## config.mk

```make
export PLATFORM = sky130hd
export DESIGN_NAME = soft_mute_atten
export DESIGN_NICKNAME = d
export VERILOG_FILES = /design/src/rtl/soft_mute_atten.sv
export SDC_FILE = /design/constraint.sdc
export NUM_CORES = 1
export LEC_CHECK = 0
export CAP_MARGIN = 15
export CORE_ASPECT_RATIO = 2
export CORE_MARGIN = 2
export CORE_UTILIZATION = 45
export CTS_CLUSTER_DIAMETER = 200
export DETAILED_ROUTE_END_ITERATION = 12
export PLACE_DENSITY = 0.64
export SYNTH_ARGS = -nofsm -noshare
export SYNTH_HDL_FRONTEND = slang
export SYNTH_SLANG_ARGS = --single-unit
```

## constraint.sdc

```tcl
create_clock -name clk -period 46.1 [get_ports clk]
set_input_delay 9.22 -clock clk [delete_from_list [all_inputs] [get_ports clk]]
set_output_delay 9.22 -clock clk [all_outputs]
set_load 0.005 [all_outputs]
```

## src/rtl/soft_mute_atten.sv

```systemverilog
module soft_mute_atten #(
  parameter int DATA_W = 20,
  parameter int CODE_W = 7
) (
  input  logic                     clk,
  input  logic                     rst_n,
  input  logic                     in_valid,
  input  logic signed [DATA_W-1:0] in_left,
  input  logic signed [DATA_W-1:0] in_right,
  input  logic        [CODE_W-1:0] atten_code,
  input  logic                     mute_req,
  output logic                     out_valid,
  output logic signed [DATA_W-1:0] out_left,
  output logic signed [DATA_W-1:0] out_right
);

  localparam int FULL   = (1 << CODE_W) - 1;
  localparam int PROD_W = DATA_W + CODE_W;
  localparam logic [CODE_W-1:0] FULL_C   = CODE_W'(FULL);
  localparam logic [CODE_W:0]   DIVISOR  = (CODE_W+1)'(FULL);
  localparam logic [PROD_W-1:0] POS_LIM  = PROD_W'((64'd1 << (DATA_W-1)) - 64'd1);
  localparam logic [PROD_W-1:0] NEG_LIM  = PROD_W'(64'd1 << (DATA_W-1));

  logic [CODE_W-1:0] eff_code;
  logic [CODE_W-1:0] tgt_code;
  logic [CODE_W-1:0] gain;
  logic signed [DATA_W-1:0] scaled_l;
  logic signed [DATA_W-1:0] scaled_r;

  assign tgt_code = mute_req ? FULL_C : atten_code;
  assign gain     = FULL_C - eff_code;

  function automatic logic signed [DATA_W-1:0] apply_gain(
    input logic signed [DATA_W-1:0] s,
    input logic        [CODE_W-1:0] g
  );
    logic [DATA_W-1:0] mag;
    logic [PROD_W-1:0] prod;
    logic [PROD_W-1:0] quo;
    logic [CODE_W:0]   rem;
    logic [DATA_W-1:0] res;
    mag  = s[DATA_W-1] ? (~s) + DATA_W'(1) : s;
    prod = PROD_W'(mag) * PROD_W'(g);
    rem  = '0;
    quo  = '0;
    for (int i = PROD_W - 1; i >= 0; i--) begin
      rem = {rem[CODE_W-1:0], prod[i]};
      if (rem >= DIVISOR) begin
        rem    = rem - DIVISOR;
        quo[i] = 1'b1;
      end
    end
    if (s[DATA_W-1]) begin
      if (quo > NEG_LIM) quo = NEG_LIM;
      res = DATA_W'(~quo + PROD_W'(1));
    end else begin
      if (quo > POS_LIM) quo = POS_LIM;
      res = DATA_W'(quo);
    end
    return res;
  endfunction

  assign scaled_l = apply_gain(in_left, gain);
  assign scaled_r = apply_gain(in_right, gain);

  always_ff @(posedge clk) begin
    if (!rst_n) begin
      eff_code  <= '0;
      out_valid <= 1'b0;
      out_left  <= '0;
      out_right <= '0;
    end else begin
      out_valid <= in_valid;
      if (in_valid) begin
        out_left  <= scaled_l;
        out_right <= scaled_r;
        if (eff_code < tgt_code)
          eff_code <= eff_code + CODE_W'(1);
        else if (eff_code > tgt_code)
          eff_code <= eff_code - CODE_W'(1);
      end
    end
  end

endmodule


```

Word-level counts from Yosys, hierarchy flattened
Index checks and enable logic that the tools add are counted.

storage, ports and cells
  bits in registers = 48
  bits of input ports = 51
  word-level logic and storage cells = 202

operators by class
  add/sub/neg operators = 47
  $mul = 2
  $lt $le $gt $ge = 48
  multiplexer cells = 95
  bitwise gates (word level) = 4
  reductions and logical operators = 2

operator list
  cell                                                                                 number
  8-bit by 7-bit greater-or-equal comparator with 1-bit output, second input constant  40
  7-bit two-way mux                                                                    43
  7-bit subtractor, second input constant                                              40
  20-bit two-way mux                                                                   10
  20-bit NOT                                                                           4
  20-bit by 7-bit multiplier with 27-bit output                                        2
  21-bit by 19-bit greater-than comparator with 1-bit output, second input constant    2
  21-bit by 20-bit greater-than comparator with 1-bit output, second input constant    2
  1-bit two-way mux                                                                    42
  20-bit by 1-bit adder with 20-bit output, second input constant                      2
  20-bit by 2-bit adder with 20-bit output, second input constant                      2
  7-bit greater-or-equal comparator, second input constant                             2
  7-bit by 1-bit adder with 7-bit output, second input constant                        1
  7-bit greater-than comparator                                                        1
  7-bit < comparator                                                                   1
  7-bit by 1-bit subtractor with 7-bit output, second input constant                   1
  7-bit subtractor, first input constant                                               1
  2-bit AND reduction                                                                  1
  2-bit nonzero test                                                                   1

Depth between registers and ports, before layout
  word-level depth = 52
  mapped depth = 161
  gate-level depth less buffers = 152

Least setup slack after synthesis
No wires, ideal clock.

  kind = in2reg
  from = in in_left[6]
  to = reg out_left[16]
  setup time = 0.115 ns
  arrival time = 42.375 ns
  slack = 3.610 ns
  stages = 158
  cell sequence = or4_1 > or4_1 > or3_1 > or4_1 > o31ai_1 > xor2_1 > nor2_1 > fa_1 > fa_1 > fa_1 > inv_1 > fa_1 > inv_1 > ha_1 > clkbuf_1 > nand2_1 > o21a_1 > and2_1 > [... 122 more ...] > a41oi_2 > buf_4 > xnor2_1 > ha_1 > nand2b_1 > a311oi_1 > a211oi_1 > o221ai_1 > a21oi_1 > o31ai_2 > nand2_1 > or3_1 > ha_1 > o21ai_0 > nor2_1 > a211oi_1 > a21oi_1 > o21a_1

between the ends
  cells in the longest elaborated chain, start to end = 52
  elaborated cells between the ends (all ways) = 94
  classes of those cells = add/sub (22); mul (1); order compare (23); mux (46); bitwise (2)

RTL lines
  what                                                                                              line    text
  from (decl)                                                                                       8       input logic signed [DATA_W-1:0] in_left,
  20-bit NOT                                                                                        42      mag = s[DATA_W-1] ? (~s) + DATA_W'(1) : s;
  20-bit by 2-bit adder with 20-bit output                                                          42
  20-bit two-way mux (*)                                                                            42
  20-bit by 7-bit multiplier with 27-bit output (*)                                                 43      prod = PROD_W'(mag) * PROD_W'(g);
  7-bit subtractor or 7-bit greater-or-equal comparator (tied branches)                             49, 48
  7-bit two-way mux                                                                                 48      if (rem >= DIVISOR) begin
  7-bit subtractor or 8-bit by 7-bit greater-or-equal comparator with 1-bit output (tied branches)  49, 48
  7-bit two-way mux                                                                                 48
  [... 36 more ...]                                                                                 -
  8-bit by 7-bit greater-or-equal comparator with 1-bit output                                      48
  1-bit two-way mux                                                                                 48
  21-bit by 20-bit greater-than comparator with 1-bit output                                        54      if (quo > NEG_LIM) quo = NEG_LIM;
  20-bit two-way mux                                                                                54
  20-bit two-way mux                                                                                53      if (s[DATA_W-1]) begin
  20-bit NOT                                                                                        55      res = DATA_W'(~quo + PROD_W'(1));
  20-bit by 1-bit adder with 20-bit output                                                          55
  20-bit two-way mux (*)                                                                            53
  to (signal assigned)                                                                              75      out_left <= scaled_l;
  to (decl)                                                                                         13      output logic signed [DATA_W-1:0] out_left,

Mark *: on every way between the ends. The rest lies on a longest branch, timed or not. The select of a mux whose other input is x is not followed.
A chain may end at the register's enable or synchronous reset.

Final worst setup path
  from = in in_right[4]
  to = reg out_right[16]

between the ends
  cells in the longest elaborated chain, start to end = 52
  elaborated cells between the ends (all ways) = 94
  classes of those cells = add/sub (22); mul (1); order compare (23); mux (46); bitwise (2)

RTL lines
  what                                                                                              line    text
  from (decl)                                                                                       9       input logic signed [DATA_W-1:0] in_right,
  20-bit NOT                                                                                        42
  20-bit by 2-bit adder with 20-bit output                                                          42
  20-bit two-way mux (*)                                                                            42
  20-bit by 7-bit multiplier with 27-bit output (*)                                                 43
  7-bit subtractor or 7-bit greater-or-equal comparator (tied branches)                             49, 48
  7-bit two-way mux                                                                                 48
  7-bit subtractor or 8-bit by 7-bit greater-or-equal comparator with 1-bit output (tied branches)  49, 48
  7-bit two-way mux                                                                                 48
  [... 36 more ...]                                                                                 -
  8-bit by 7-bit greater-or-equal comparator with 1-bit output                                      48
  1-bit two-way mux                                                                                 48
  21-bit by 20-bit greater-than comparator with 1-bit output                                        54
  20-bit two-way mux                                                                                54
  20-bit two-way mux                                                                                53
  20-bit NOT                                                                                        55
  20-bit by 1-bit adder with 20-bit output                                                          55
  20-bit two-way mux (*)                                                                            53
  to (signal assigned)                                                                              76      out_right <= scaled_r;
  to (decl)                                                                                         14      output logic signed [DATA_W-1:0] out_right

Marks and branches as above.

==> results.py <==
metrics = {
    "placement": {
        "gp_congestion": 0.992,
        "place_area_um2": 29600,
        "port-buffer-count": 91,
        "pre_cts_slack_ns": 0.496,
        "place_inst": 4613,
        "dp.final_hpwl_mm": 80.2,
    },
    "clock_tree": {
        "clockBufferDepth": 2,
        "cts_buffers": 5,
        "clk_pin_slew_ns": 0.09,
        "cts_hold_buffers": 0,
        "cts.sinks": 48,
        "h-tree-depth": 2,
        "cts_tree": "built",
        "cts_root_buf": "clkbuf_16",
        "insertion_delay_ns": 0.33,
    },
    "floorplanning": {
        "rows": 128,
        "die_h_um": 354,
        "initial_utilization": 0.453,
        "fp.dieW_um": 179,
        "core_area_um2": 60700,
        "die_area_um2": 63200,
        "ios": 92,
    },
    "critical_path": {
        "cpMaxStageDelayCell": "clkdlybuf4s50_1",
        "worst_path_dominant_cell_family": "compound AO/OA/AOI/OAI gates",
        "reg2reg_depth": 132,
        "crit_fanout": 11,
        "cp_common_cell": "ha_1",
        "cp-end-kind": "register",
        "slowest_delay_ns": 0.56,
        "path_buf_inv": 11,
        "crit_cells": 139,
        "worstSetupStartpointType": "input pin",
        "worstPathArrival_ns": 44.02,
        "crit_type": "input pin to register",
        "crit_required_ns": 46.37,
    },
    "yosys": {
        "synth_warnings": 0,
        "synth-seq-cells": 48,
        "ys_types": 146,
        "yosys.area.top_type": "fa_1",
        "ys_seq_area_frac": 0.0349,
        "syn-num-nets": 4148,
        "avgSynthCellArea_um2": 7.29,
        "ys_async_sr_fraction": 0,
        "yosysTopAreaCellShare": 0.130,
        "ys_top_cells_by_area": "fa_1, ha_1, nor2_1, a21oi_1, nand2_1",
        "synth_enable_flop_cells": 0,
        "synthesis.area_um2": 27500,
        "synth_cells": 3772,
        "synth_ff_type": "dfxtp_1",
    },
    "global_routing": {
        "overflow": 0,
        "antenna_found_initial": 3,
        "track_usage": 0.303,
        "grt_pass1_wl_mm": 156,
        "grt_pass1_vias": 30197,
        "grt_max_degree": 56,
    },
    "detailed_routing": {
        "vias": 30523,
        "wirelength_mm": 98.5,
        "viasPerCell": 6.58,
        "drc": 0,
        "drtPass1Iterations": 6,
        "drt-initial-drc-count": 1827,
        "wl_per_cell_um": 21.2,
        "ant_nets": 0,
    },
    "hold_path": {
        "hold_path_depth": 2,
        "min-delay-path-class": "register to register",
    },
    "sta": {
        "finalHoldViolCount": 0,
        "setup-violations-final": 0,
        "skew_ns": 0.0174,
        "timing.final.crit_period_ns": 43.74,
        "final_max_slew_viol_count": 0,
        "fin_crit_sh": 0.949,
        "timing.final.ws_setup_ns": 2.36,
        "max_freq_mhz": 22.9,
        "relSlewSlack": 0.248,
        "worst_slew_pin_slew_ns": 1.12,
    },
    "layout": {
        "n_fill_cell": 6096,
        "finalInstanceArea_um2": 30300,
        "fin_util": 0.498,
        "area_growth_syn_to_layout_pct": 9.98,
        "final_cells": 4638,
        "layout_commonest_cell": "nor2_1",
        "most-common-layout-cells": "nor2_1, nand2_1, inv_1",
        "drive_gt1_frac": 0.120,
        "layout.nets": 4231,
    },
    "status": {
        "status": "finished clean",
    },
    "flow_run": {
        "maxCapViolCount": 0,
    },
}
-- area by class of cell --
cell class | instances | area [um2] | share of cell area
multi-input cells | 3323 | 25300 | 0.836
repair buffers | 215 | 1840 | 0.0607
inverters | 262 | 983 | 0.0325
well taps | 780 | 976 | 0.0323
flip-flops and latches | 48 | 962 | 0.0318
clock buffers | 5 | 125 | 0.00414
clock inverters | 3 | 68.8 | 0.00227
diodes | 2 | 5.00 | 0.000165
-- kinds of logic after synthesis --
group	Yosys count	share of synthesized area
AO/OA/AOI/OAI	1211	0.330
XOR/XNOR	181	0.0587
adder cells (fa/ha/maj)	325	0.197
buffers and inverters	401	0.0587
flip-flops	48	0.0349
multiplexers	138	0.0536
AND/OR/NAND/NOR	1468	0.268
-- worst register-to-register path: cells and delay by family, from the launching register on --
kind,cells,cell delay (ns)
XOR/XNOR,18,4.34
AND/OR/NAND/NOR,33,7.14
flip-flops,1,0.70
buffers and inverters,11,1.69
AO/OA/AOI/OAI,45,11.74
adder cells (fa/ha/maj),25,8.15
-- stage by stage --
step                      TNS (ns)  hold WS, ns
after floorplan                  0        0.444
after global placement           0        0.454
after detailed placement         0        0.463
after CTS                        0        0.474
after global routing        -0.434        0.494
final                            0        0.476
-- path summary, 6_finish.rpt --
kind / slack [ns] / endpoint / startpoint
max reg2reg: 12.23 / out_right[16] / eff_code[3]
max: 2.36 / out_right[16] / in_right[4]
min reg2reg: 0.48 / out_right[6] / out_right[6]
min: 0.48 / out_right[6] / out_right[6]
-- state kept, by name, indices dropped and copies added (netlist names) --
| signal | flops |
|---|---|
| out_valid | 1 |
| out_left | 20 |
| out_right | 20 |
| eff_code | 7 |
-- Yosys cell counts, types with 12 or more instances --
cell type / instances
o211ai_1: 61
ha_1: 146
or3_1: 39
clkbuf_1: 84
nor4_1: 33
nand2_1: 274
and2_1: 44
nor2b_1: 17
o311ai_0: 12
a31oi_1: 64
o22ai_1: 19
inv_1: 253
o21ai_1: 40
or2_2: 71
a211oi_1: 52
mux2i_1: 84
o31a_1: 19
nand4_1: 44
buf_2: 36
a21o_1: 48
dfxtp_1: 48
a21oi_1: 221
a2bb2oi_1: 12
or2_1: 13
o21ai_0: 159
and3_1: 56
nor3_1: 112
o21a_1: 44
o211a_1: 19
a311oi_1: 13
xnor2_1: 109
mux2_2: 44
nand2b_1: 34
nand3b_1: 13
and4_1: 19
or4_1: 12
fa_1: 179
a41oi_1: 13
nand3_1: 130
a211o_1: 18
o2111ai_1: 27
o221ai_1: 20
xor2_1: 68
nor2_1: 478
o31ai_1: 60
-- repair_timing --
| item | in CTS | in global routing |
|---|---|---|
| setup buffers | 0 | 15 |
| resized for setup | 0 | 59 |
| setup endpoints to repair | 0 | 36 |
-- layer usage --
metal	GRT usage	share of wire
met3	0.0326	0.045
met2	0.579	0.53
met1	0.314	0.36
met4	0.167	0.063
met5	0	0.00027
Power is left out: the tool's default activity adds up to more than one toggle a clock period on the data nets, which glitch-free logic cannot reach.
